`src/rtl/card_pwr_seq_pkg.sv`:
```
package card_pwr_seq_pkg;
  typedef enum logic [2:0] {
    ST_OFF,
    ST_RAMP,
    ST_IO_ON,
    ST_ACTIVE,
    ST_DEACT,
    ST_DRAIN
  } seq_state_e;
endpackage

```
`src/rtl/card_clk_sync.sv`:
```
module card_clk_sync #(
  parameter int STAGES = 2
) (
  input  logic clk_i,
  input  logic rst_ni,
  input  logic d_i,
  output logic rise_o
);
  logic [STAGES:0] sh_q;

  always_ff @(posedge clk_i or negedge rst_ni) begin
    if (!rst_ni) sh_q <= '0;
    else         sh_q <= {sh_q[STAGES-1:0], d_i};
  end

  assign rise_o = sh_q[STAGES-1] & ~sh_q[STAGES];
endmodule

```
`src/rtl/seq_timer.sv`:
```
module seq_timer #(
  parameter int W = 8
) (
  input  logic         clk_i,
  input  logic         rst_ni,
  input  logic         load_i,
  input  logic [W-1:0] val_i,
  output logic         done_o
);
  logic [W-1:0] cnt_q;

  always_ff @(posedge clk_i or negedge rst_ni) begin
    if (!rst_ni)            cnt_q <= '0;
    else if (load_i)        cnt_q <= val_i;
    else if (cnt_q != '0)   cnt_q <= cnt_q - 1'b1;
  end

  assign done_o = (cnt_q == '0);
endmodule

```
`src/rtl/card_pwr_chan.sv`:
```
module card_pwr_chan
  import card_pwr_seq_pkg::*;
#(
  parameter int OFF_CYC   = 1125,
  parameter int PG_CYC    = 187500,
  parameter int CLK_EDGES = 2
) (
  input  logic clk_i,
  input  logic rst_ni,
  input  logic en_i,
  input  logic rise_i,
  input  logic pgood_i,
  output logic supply_en_o,
  output logic rst_gate_o,
  output logic io_gate_o,
  output logic clk_gate_o,
  output logic ready_o,
  output logic err_o
);
  localparam int TMAX = (OFF_CYC > PG_CYC) ? OFF_CYC : PG_CYC;
  localparam int TW   = $clog2(TMAX + 1);
  localparam int EW   = $clog2(CLK_EDGES + 1);
  localparam logic [EW-1:0] EDGE_LAST = EW'(CLK_EDGES - 1);

  seq_state_e    state_q, state_d;
  logic [EW-1:0] edge_q;
  logic          clk_q, clk_d;
  logic          err_q, err_d;
  logic          lock_q;
  logic          tmr_load, tmr_done;
  logic [TW-1:0] tmr_val;
  logic          edge_clr;
  logic          edge_last;

  seq_timer #(.W(TW)) u_tmr (
    .clk_i  (clk_i),
    .rst_ni (rst_ni),
    .load_i (tmr_load),
    .val_i  (tmr_val),
    .done_o (tmr_done)
  );

  assign edge_last = rise_i && (edge_q == EDGE_LAST);

  always_comb begin
    state_d  = state_q;
    tmr_load = 1'b0;
    tmr_val  = '0;
    edge_clr = 1'b0;
    unique case (state_q)
      ST_OFF: if (en_i && !lock_q) begin
        state_d  = ST_RAMP;
        tmr_load = 1'b1;
        tmr_val  = TW'(PG_CYC - 1);
      end
      ST_RAMP: begin
        if (!en_i)         state_d = ST_DRAIN;   // no gate opened yet
        else if (pgood_i) begin
          state_d  = ST_IO_ON;
          edge_clr = 1'b1;
        end else if (tmr_done) state_d = ST_OFF;
      end
      ST_IO_ON, ST_ACTIVE: begin
        if (!en_i) begin
          state_d  = ST_DEACT;
          tmr_load = 1'b1;
          tmr_val  = TW'(OFF_CYC - 1);
          edge_clr = 1'b1;
        end else if (state_q == ST_IO_ON && edge_last) state_d = ST_ACTIVE;
      end
      ST_DEACT: if (tmr_done) state_d = ST_DRAIN;
      ST_DRAIN: state_d = ST_OFF;
      default:  state_d = ST_OFF;
    endcase
  end

  // clock gate: held through power-down until edge budget or timeout
  assign clk_d = (state_d == ST_ACTIVE)
               | (state_q == ST_ACTIVE && state_d == ST_DEACT)
               | (state_q == ST_DEACT && clk_q && !(tmr_done || edge_last));

  assign err_d = (state_q == ST_RAMP) && en_i && !pgood_i && tmr_done;

  always_ff @(posedge clk_i or negedge rst_ni) begin
    if (!rst_ni) begin
      state_q <= ST_OFF;
      edge_q  <= '0;
      clk_q   <= 1'b0;
      err_q   <= 1'b0;
      lock_q  <= 1'b0;
    end else begin
      state_q <= state_d;
      clk_q   <= clk_d;
      err_q   <= err_d;
      if (!en_i)      lock_q <= 1'b0;
      else if (err_d) lock_q <= 1'b1;
      if (edge_clr)   edge_q <= '0;
      else if (rise_i && edge_q != EW'(CLK_EDGES)) edge_q <= edge_q + 1'b1;
    end
  end

  assign supply_en_o = (state_q != ST_OFF);
  assign rst_gate_o  = (state_q == ST_IO_ON) || (state_q == ST_ACTIVE);
  assign io_gate_o   = rst_gate_o || (state_q == ST_DEACT);
  assign clk_gate_o  = clk_q;
  assign ready_o     = (state_q == ST_ACTIVE);
  assign err_o       = err_q;


  ready_gates_chk: assert property (@(posedge clk_i) disable iff (!rst_ni)
    ready_o |-> (supply_en_o && rst_gate_o && io_gate_o && clk_gate_o));

  ramp_gates_low_chk: assert property (@(posedge clk_i) disable iff (!rst_ni)
    $rose(supply_en_o) |-> (!rst_gate_o && !io_gate_o && !clk_gate_o));

  io_after_pgood_chk: assert property (@(posedge clk_i) disable iff (!rst_ni)
    $rose(io_gate_o) |-> $past(pgood_i));

  rst_drop_chk: assert property (@(posedge clk_i) disable iff (!rst_ni)
    $fell(en_i) |=> !rst_gate_o);

  io_before_supply_chk: assert property (@(posedge clk_i) disable iff (!rst_ni)
    $fell(io_gate_o) |-> supply_en_o);

  err_supply_off_chk: assert property (@(posedge clk_i) disable iff (!rst_ni)
    err_o |-> !supply_en_o);
endmodule

```
`src/rtl/card_pwr_seq.sv`:
```
module card_pwr_seq #(
  parameter int NUM_CH      = 2,
  parameter int OFF_CYC     = 1125,
  parameter int PG_CYC      = 187500,
  parameter int CLK_EDGES   = 2,
  parameter int SYNC_STAGES = 2
) (
  input  logic              clk_i,
  input  logic              rst_ni,
  input  logic [NUM_CH-1:0] en_i,
  input  logic              card_clk_i,
  input  logic [NUM_CH-1:0] supply_good_i,
  output logic [NUM_CH-1:0] supply_en_o,
  output logic [NUM_CH-1:0] rst_gate_o,
  output logic [NUM_CH-1:0] io_gate_o,
  output logic [NUM_CH-1:0] clk_gate_o,
  output logic [NUM_CH-1:0] ready_o,
  output logic [NUM_CH-1:0] err_o
);
  logic cclk_rise;

  card_clk_sync #(.STAGES(SYNC_STAGES)) u_sync (
    .clk_i  (clk_i),
    .rst_ni (rst_ni),
    .d_i    (card_clk_i),
    .rise_o (cclk_rise)
  );

  for (genvar c = 0; c < NUM_CH; c++) begin : g_ch
    card_pwr_chan #(
      .OFF_CYC   (OFF_CYC),
      .PG_CYC    (PG_CYC),
      .CLK_EDGES (CLK_EDGES)
    ) u_chan (
      .clk_i       (clk_i),
      .rst_ni      (rst_ni),
      .en_i        (en_i[c]),
      .rise_i      (cclk_rise),
      .pgood_i     (supply_good_i[c]),
      .supply_en_o (supply_en_o[c]),
      .rst_gate_o  (rst_gate_o[c]),
      .io_gate_o   (io_gate_o[c]),
      .clk_gate_o  (clk_gate_o[c]),
      .ready_o     (ready_o[c]),
      .err_o       (err_o[c])
    );
  end
endmodule

```
`config.mk`:
```
export PLATFORM = sky130hd
export DESIGN_NAME = card_pwr_seq
export DESIGN_NICKNAME = d
export VERILOG_FILES = /design/src/rtl/card_pwr_seq_pkg.sv /design/src/rtl/card_clk_sync.sv /design/src/rtl/seq_timer.sv /design/src/rtl/card_pwr_chan.sv /design/src/rtl/card_pwr_seq.sv
export SDC_FILE = /design/constraint.sdc
export NUM_CORES = 1
export LEC_CHECK = 0
export BUFFER_PORTS_ARGS = -buffer_cell sky130_fd_sc_hd__buf_4
export CAP_MARGIN = 20
export CORE_MARGIN = 2
export CORE_UTILIZATION = 45
export CTS_CLUSTER_DIAMETER = 30
export DETAILED_ROUTE_END_ITERATION = 16
export GPL_ROUTABILITY_DRIVEN = 1
export PLACE_DENSITY = 0.74
export SYNTH_ARGS = -nofsm -noshare
export SYNTH_HDL_FRONTEND = slang
export SYNTH_HIERARCHICAL = 1
export SYNTH_SLANG_ARGS = --single-unit
```
`constraint.sdc`:
```
create_clock -name clk_i -period 2.4 [get_ports clk_i]
set_clock_uncertainty 0.15 [all_clocks]
set_input_delay 0.36 -clock clk_i [delete_from_list [all_inputs] [get_ports clk_i]]
set_output_delay 0.36 -clock clk_i [all_outputs]
set_load 0.005 [all_outputs]
```
After elaboration in Yosys (flattened, before gate mapping):

Index checks and enable logic that the tools add are counted.

* $add $sub $neg: 4
* mux-type cells: 46
* reductions and logical operators: 46
* bitwise logic cells: 6
* eq/ne operators: 18

Operator list (count)
* 2-to-1 mux 18 bit: 6
* case mux 18 bit (2 select lines): 2
* 2-to-1 mux 3 bit: 14
* logical NOT 18 bit: 2
* nonzero test 18 bit: 2
* subtractor 18 x 1 -> 18 bit (second input constant): 2
* case mux 3 bit (4 select lines): 2
* 2-to-1 mux 11 bit: 2
* logical AND 1 bit: 20
* == test 3 x 2 -> 1 bit (second input constant): 6
* == test 3 bit (second input constant): 4
* 2-to-1 mux 1 bit: 12
* 2-to-1 mux 2 bit: 4
* case mux 1 bit (2 select lines): 4
* nonzero test 2 bit: 4
* == test 3 x 1 -> 1 bit (second input constant): 2
* logical NOT 1 bit: 6
* logical NOT 3 bit: 2
* logical OR 1 bit: 6
* nonzero test 3 bit: 2
* adder 2 x 1 -> 2 bit (second input constant): 2
* == test 2 x 1 -> 1 bit (second input constant): 2
* inequality test 2 x 1 -> 1 bit (second input constant): 2
* inequality test 2 bit (second input constant): 2
* 4 further kinds: 8

* logic and storage cells: 133
* output and inout port bits: 12
* input port bits: 7
* register bits: 55

Longest topological paths before layout:

Gate-level depths: netlist of the first run.

* depth after elaboration: 11
* gate-level depth with buffers: 9
* gate-level depth less buffers: 7

Hierarchy:

The synthesis of the first run kept the hierarchy.

Modules (own cells, without submodules)
* seq_timer: cells an instance 127, instances 2, area an instance 1141.1 um^2, sequential area each 450.4 um^2
* card_pwr_chan (g_ch[1].u_chan): cells an instance 58, instances 1, area an instance 494.2 um^2, sequential area each 200.2 um^2
* card_pwr_chan (g_ch[0].u_chan): cells an instance 51, instances 1, area an instance 470.5 um^2, sequential area each 200.2 um^2
* card_clk_sync: cells an instance 4, instances 1, area an instance 88.8 um^2, sequential area each 75.1 um^2

Least setup slack after synthesis of the first run:

No wires, ideal clock.

* kind: flip-flop to flip-flop
* from: register g_ch[0].u_chan.state_q[2]
* to: register g_ch[0].u_chan.u_tmr.cnt_q[8]
* setup slack: 38 ps
* cell stages (with the launch flop): 9
* arrival: 2133 ps
* required time: 2171 ps
* path buffers: 3
* clock period less this slack: 2362 ps
* library setup time: 79 ps
* path through: dfrtp_1 -> nand2b_4 -> or4_4 -> o21ai_0 -> clkbuf_1 -> clkbuf_1 -> clkbuf_1 -> a21oi_1 -> a2bb2oi_1

* cells in the longest elaborated chain, start to end: 4
* elaborated cells on any way between the ends: 8
* classes of those cells: eq/ne (2); mux (3); reduce/logical (3)

RTL lines
* start: declaration: RTL line card_pwr_chan.sv:25 `seq_state_e state_q, state_d;`
* start signal: assignment: RTL line card_pwr_chan.sv:92 `state_q <= state_d;`
* == test 3 x 2 -> 1 bit: RTL line card_pwr_chan.sv:50 `unique case (state_q)`
* OR reduction 2 bit: RTL line card_pwr_chan.sv:50
* case mux 1 bit (2 select lines) (*): RTL line card_pwr_chan.sv:50
* via g_ch[0].u_chan.tmr_load: RTL line card_pwr_chan.sv:30 `logic tmr_load, tmr_done;`
* 2-to-1 mux 18 bit / nonzero test 2 bit (equally long branches)
* end signal: assignment: RTL line seq_timer.sv:14 `else if (load_i) cnt_q <= val_i;`
* end signal: assignment: RTL line seq_timer.sv:15 `else if (cnt_q != '0) cnt_q <= cnt_q - 1'b1;`
* end: declaration: RTL line seq_timer.sv:10 `logic [W-1:0] cnt_q;`

Mark *: on every way through the listed nets, which the timed path passes. The rest lies on a longest branch.
A chain may end at the register's enable or synchronous reset.

Final worst setup path of the first run:

* from: register g_ch[1].u_chan.u_tmr.cnt_q[0]
* to: register g_ch[1].u_chan.u_tmr.cnt_q[16]

* cells in the longest elaborated chain, start to end: 3
* elaborated cells on any way between the ends: 5
* classes of those cells: add/sub (1); mux (2); reduce/logical (2)

RTL lines (RTL line)
* start: declaration: seq_timer.sv:10
* start signal: assignment: seq_timer.sv:14
* start signal: assignment: seq_timer.sv:15
* subtractor 18 x 1 -> 18 bit: seq_timer.sv:15
* 2-to-1 mux 18 bit: seq_timer.sv:15
* 2-to-1 mux 18 bit: seq_timer.sv:14

Several ways; a longest one is shown, not always the timed one. The select of a mux whose other input is x is not followed.

==> results of run 1 <==
## cells in the mapped netlist, types with 3 or more instances
cell       number  area (um2)
dfrtp_1        55        1380
nand2_1        33         124
nor2_1         29         109
o31ai_1        24         180
inv_1          23        86.3
a21oi_1        20         100
nand3_1        10        50.1
nor3_1         10        50.1
or3_1          10        62.6
xor2_1         10        87.6
nor4_1          9        56.3
clkbuf_1        8        30.0
o21ai_0         8        40.0
xnor2_1         8        70.1
nand2b_1        7        43.8
nand4_1         7        43.8
buf_2           6        30.0
ha_1            6        75.1
nor3_2          6        60.1
a2111oi_1       4        40.0
and2_1          4        25.0
and3_1          4        25.0
nand4b_1        4        35.0
o211a_1         4        40.0
nor2b_1         3        18.8
nor3b_1         3        22.5
o31a_1          3        26.3
or4b_1          3        30.0
## layout make-up
type | instances | area [um2]
fillers | 673 | 3360
multi-input cells | 282 | 1850
flip-flops and latches | 55 | 1380
repair buffers | 37 | 308
well taps | 99 | 124
inverters | 25 | 93.8
clock buffers | 6 | 72.6
clock inverters | 1 | 30.0
## state kept, by name (all words and copies together) (netlist names)
register / cells
u_sync/sh_q: 3
g_ch.u_chan/clk_gate_o: 2
g_ch.u_chan/u_tmr/cnt_q: 36
g_ch.u_chan/state_q: 6
g_ch.u_chan/edge_q: 4
g_ch.u_chan/err_o: 2
g_ch.u_chan/lock_q: 2
## critical path: stages (launching register included)
cell and delay, ns:
dfrtp_1 0.42, inv_1 0.09, ha_1 0.22, or4b_1 0.60
o311a_1 0.38, a221o_1 0.26
## through the flow
step	utilization [%]	hold slack [ns]	power (uW)	cell area [um2]	std cells
finish	53.4	0.185	4490	3850	505
global route	53.4	0.179	4860	3850	505
CTS	53.4	0.174	4510	3850	505
detailed placement	51.7	0.196	3890	3730	496
global placement	51.7	0.182	3800	3730	496
floorplan	-	-0.0856	3220	3370	377
## final timing paths
path / endpoint / slack (ns) / cells past startpoint
worst min register to register: u_sync/sh_q[1] / 0.20 / 0
worst max register to register: g_ch[1].u_chan/u_tmr/cnt_q[16] / 0.17 / 5
max in group asynchronous: g_ch[1].u_chan/edge_q[0] / 1.13 / 2
worst min-delay path: g_ch[1].u_chan/lock_q / 0.19 / 2
worst max-delay path: g_ch[1].u_chan/u_tmr/cnt_q[16] / 0.17 / 5
min in group asynchronous: g_ch[0].u_chan/u_tmr/cnt_q[15] / 0.51 / 2
## per-layer routing
metal / GRT usage [%] / wire, um / up-vias
li1: - / - / 1401
met1: 23.3 / 3380 / 1358
met2: 31.0 / 3470 / 57
met3: 2.51 / 211 / 8
met4: 5.38 / 83 / 0
met5: 0 / 0 / -
## power breakdown
group / internal [uW] / switching [uW] / total (uW)
combinational: 989 / 1190 / 2180
clock: 307 / 295 / 601
sequential: 1310 / 406 / 1720
## kinds of logic after synthesis
kind of cell               share of synthesized area, %
AOI/OAI and AO/OA                                  18.4
xor gates and xnor gates                           4.73
adders and majority gates                          2.25
buffers and inverters                              4.76
DFF                                                41.3
muxes                                             0.600
other                                             0.225
and+or+nand+nor                                    27.8
## repair_timing
action,in CTS,in global routing
hold endpoints to repair,56,0
hold buffers,2,0
setup endpoints to repair,0,0
==> results.yml, run 1 <==
detailed_routing:
  drc: 0
  vias: 2824
  wire_per_inst_um: 14.2
  viasPerCell: 5.59
  drt_iter0_markers: 221
  dr.pass1.iters: 4
  routed_wl_um: 7150
  final_antenna_net_count: 0
clock_tree:
  clock-root-buffer: "clkbuf_8"
  htreeDepth: 2
  cts_sinks: 55
  clk_pin_slew_ns: 0.10
  cts_tree: "built"
  cts_buffer_depth: 2
  post_cts.repair.setup_buffers: 0
  cts_buffers: 5
  cts_resized: 0
  clk_latency_ns: 0.31
min_path:
  hp-class: "in2reg"
  hold_start: "en_i[1]"
power:
  power_density_nw_per_um2: 1170
  leakage_uw: 0.00163
  ir_drop_v: 0.000602
sta:
  drv_slew: 0
  slew-limit-headroom_pct: 54.1
  tightest_slew_ns: 0.689
  fmax_ghz: 0.448
  finalSetupViolations: 0
  hold_viol: 0
  min_period_ns: 2.23
  setup_tns_ns: 0
  setup_slack_ns: 0.169
  rsz0062_at_grt: "no"
  finalCritPeriodShare_pct: 93.0
synth:
  synth_top_flop_cell: "dfrtp_1"
  synth_area_um2: 3340
  ys_seq_elements: 55
  synth.distinct_cells: 56
  synthArstFlopShare_pct: 100
  syn_avg_cell_area_um2: 9.09
  synth_warnings: 6
  syn_inst: 367
  ys_seq_area_share_pct: 41.3
  synth_edf_count: 0
grt:
  grt_pass1_wl_um: 12200
  grt_max_degree: 56
  grt_usage_pct: 17.9
  grt_overflow_total: 0
  antenna_found_initial: 0
  grt_pass1_vias: 2718
floorplanning:
  core-area_um2: 7210
  design.die.area_um2: 8120
  start_util_pct: 46.2
  die_height_um: 90.1
  io_pins: 19
  rows: 31
  die_x_um: 90.1
layout:
  layout_common_cells: "dfrtp_1, nand2_1, buf_4, nor2_1, o31ai_1"
  layout.nets: 419
  antenna_cells: 0
  drive_above_1_share_pct: 14.0
  syn2layout_area_growth_pct: 15.4
  layout_commonest_cell: "dfrtp_1"
critical_path:
  worstSetupPathType: "reg2reg"
  endpoint_kind: "register"
  crit_fanout: 6
  r2r-start: "g_ch[1].u_chan/u_tmr/cnt_q[0]"
  startpoint: "g_ch[1].u_chan/u_tmr/cnt_q[0]"
  start_kind: "register"
  required_ns: 2.45
  cp.arrival_ns: 2.28
placed_design:
  place_hpwl_um: 4980
  gp_congestion: 0.893
  io_buffers: 18
  dp_slack_ns: 0.196
run_status:
  outcome: "finished clean"
job:
  max_cap_viol_count: 0
Note: power is estimated with default switching activity, not from simulation.
==> inputs of run 2 (changes only) <==
--- a/config.mk
+++ b/config.mk
@@ -5,7 +5,7 @@
 export SDC_FILE = /design/constraint.sdc
 export NUM_CORES = 1
 export LEC_CHECK = 0
-export BUFFER_PORTS_ARGS = -buffer_cell sky130_fd_sc_hd__buf_4
+export BUFFER_PORTS_ARGS = -buffer_cell sky130_fd_sc_hd__clkbuf_2
 export CAP_MARGIN = 20
 export CORE_MARGIN = 2
 export CORE_UTILIZATION = 45
==> run 2 against run 1 <==
Effect of this change: non-clock buffer count increased by 5; critical path depth unchanged; maximum frequency is 0.76% lower; total power increased by 0.52%.
==> results.yml, run 2 (synthesized netlist as in run 1, its figures left out) <==
run_status:
  outcome: "finished clean"
layout:
  reg.largest.list: "g_ch.u_chan/u_tmr/cnt_q (36), g_ch.u_chan/state_q (6), g_ch.u_chan/edge_q (4)"
  antenna_cells: 0
  syn2layout_area_growth_pct: 15.3
  largest_reg_flops: 36
  layout_commonest_cell: "dfrtp_1"
  layout_common_cells: "dfrtp_1, nand2_1, nor2_1, o31ai_1, inv_1"
  layout.nets: 424
  nFillCells: 670
  drive_above_1_share_pct: 15.3
  final_util_pct: 53.3
  top_register: "g_ch.u_chan/u_tmr/cnt_q"
power:
  power_frac_clock_pct: 13.3
  p_int_uw: 2600
  power_switching_uw: 1910
  power_frac_seq_pct: 38.0
  p_comb_share_pct: 48.7
  p_sw_share_pct: 42.4
  power_density_nw_per_um2: 1170
  ir_drop_v: 0.000918
  leakage_uw: 0.00164
critical_path:
  required_ns: 2.45
  r2r_cells: 5
  endpoint_kind: "register"
  crit_chain: "inv_1, ha_1, or4b_1, o311a_1, a221o_1"
  slowest_delay_ns: 0.62
  cp.arrival_ns: 2.30
  reg2reg_slack_ns: 0.15
  r2r_end: "g_ch[1].u_chan/u_tmr/cnt_q[16]"
  start_kind: "register"
  r2r-start: "g_ch[1].u_chan/u_tmr/cnt_q[0]"
  crit_slowest_cell: "or4b_1"
  crit_fanout: 6
  worstSetupPathType: "reg2reg"
clock_tree:
  clock-root-buffer: "clkbuf_8"
  cts_buffer_depth: 2
  cts_sinks: 55
  clk_pin_slew_ns: 0.10
  cts_tree: "built"
  cts_buffers: 5
  htreeDepth: 2
  clk_latency_ns: 0.30
sta:
  hold_slack_ns: 0.205
  fmax_ghz: 0.445
  min_period_ns: 2.25
  drv_slew: 0
  finalCritPeriodShare_pct: 93.7
  rsz0062_at_grt: "no"
  setup_slack_ns: 0.152
  hold_viol: 0
  finalSetupViolations: 0
  setup_tns_ns: 0
detailed_routing:
  wire_per_inst_um: 14.4
  final_antenna_net_count: 0
  drt_iter0_markers: 220
  drc: 0
  routed_wl_um: 7360
  viasPerCell: 5.64
  dr.pass1.iters: 5
  vias: 2874
floorplanning:
  rows: 31
  design.die.area_um2: 8120
  start_util_pct: 46.2
  core-area_um2: 7210
  die_height_um: 90.1
  die_x_um: 90.1
  io_pins: 19
grt:
  grt_overflow_total: 0
  grt_pass1_wl_um: 12900
  grt_max_degree: 40
  antenna_found_initial: 0
  grt_usage_pct: 18.8
  grt_pass1_vias: 2748
placed_design:
  io_buffers: 18
  place_hpwl_um: 5220
  dp_slack_ns: 0.171
  gp_congestion: 0.856
job:
  max_cap_viol_count: 0
min_path:
  hold_start: "u_sync/sh_q[0]"
  holdPathEnd: "u_sync/sh_q[1]"
  hp-class: "reg2reg"
  hold_depth: 0
-- run 2: power groups by stage --
stage | Sequential (uW) | Clock (uW) | Combinational, uW
floorplan | 1640 | 0 | 1590
global route | 1770 | 648 | 2460
finish | 1720 | 602 | 2200
global placement | 1710 | 0 | 2100
CTS | 1710 | 620 | 2180
detailed placement | 1730 | 0 | 2150
-- run 2: layout make-up --
type / count / area [um2] / area share [%]
clock buffers: 6 / 72.6 / 1.89
clock inverters: 1 / 30.0 / 0.781
inverters: 25 / 93.8 / 2.44
multi-input cells: 282 / 1850 / 48.1
flip-flops and latches: 55 / 1380 / 35.8
well taps: 99 / 124 / 3.22
repair buffers: 42 / 300 / 7.81
-- run 2: per-stage QoR --
stage	power, uW	instance area [um2]	instances
6_report	4520	3840	510
5_1_grt	4890	3840	510
4_1_cts	4510	3840	510
3_5_place_dp	3890	3720	501
3_3_place_gp	3810	3720	501
2_1_floorplan	3220	3370	377
-- run 2: critical path: cells and delay by family, from the launching register on --
kind | cells | cell delay (ns)
AND/OR/NAND/NOR | 1 | 0.62
adder cells (fa/ha/maj) | 1 | 0.23
AO/OA/AOI/OAI | 2 | 0.64
flip-flops | 1 | 0.42
buffers and inverters | 1 | 0.09
-- run 2: how the worst max path moves through the flow --
stage / from / to / slack (ns) / depth (start not counted)
floorplan: g_ch[0].u_chan/state_q[2] / g_ch[0].u_chan/u_tmr/cnt_q[8] / 0.04 / 8
global placement: g_ch[1].u_chan/u_tmr/cnt_q[0] / g_ch[1].u_chan/u_tmr/cnt_q[16] / 0.24 / 5
detailed placement: g_ch[1].u_chan/u_tmr/cnt_q[0] / g_ch[1].u_chan/u_tmr/cnt_q[14] / 0.17 / 6
CTS: g_ch[1].u_chan/u_tmr/cnt_q[0] / g_ch[1].u_chan/u_tmr/cnt_q[0] / 0.15 / 6
global route: g_ch[0].u_chan/u_tmr/cnt_q[0] / g_ch[0].u_chan/u_tmr/cnt_q[14] / 0.006 / 6
finish: g_ch[1].u_chan/u_tmr/cnt_q[0] / g_ch[1].u_chan/u_tmr/cnt_q[16] / 0.15 / 5
-- run 2: metal layers --
metal	part of all wire, %	GRT usage [%]	vias to the layer above
met5	0	0	-
met4	0.83	4.49	0
met3	3.0	2.60	4
met2	48	31.0	65
met1	48	26.3	1389
li1	-	-	1416
-- run 2: timing repair --
item,4_1_cts,5_1_grt
buffers inserted,0,0
setup endpoints to repair,0,1
resized for setup,0,1
endpoints found under the hold margin,17,0
hold buffers,2,0
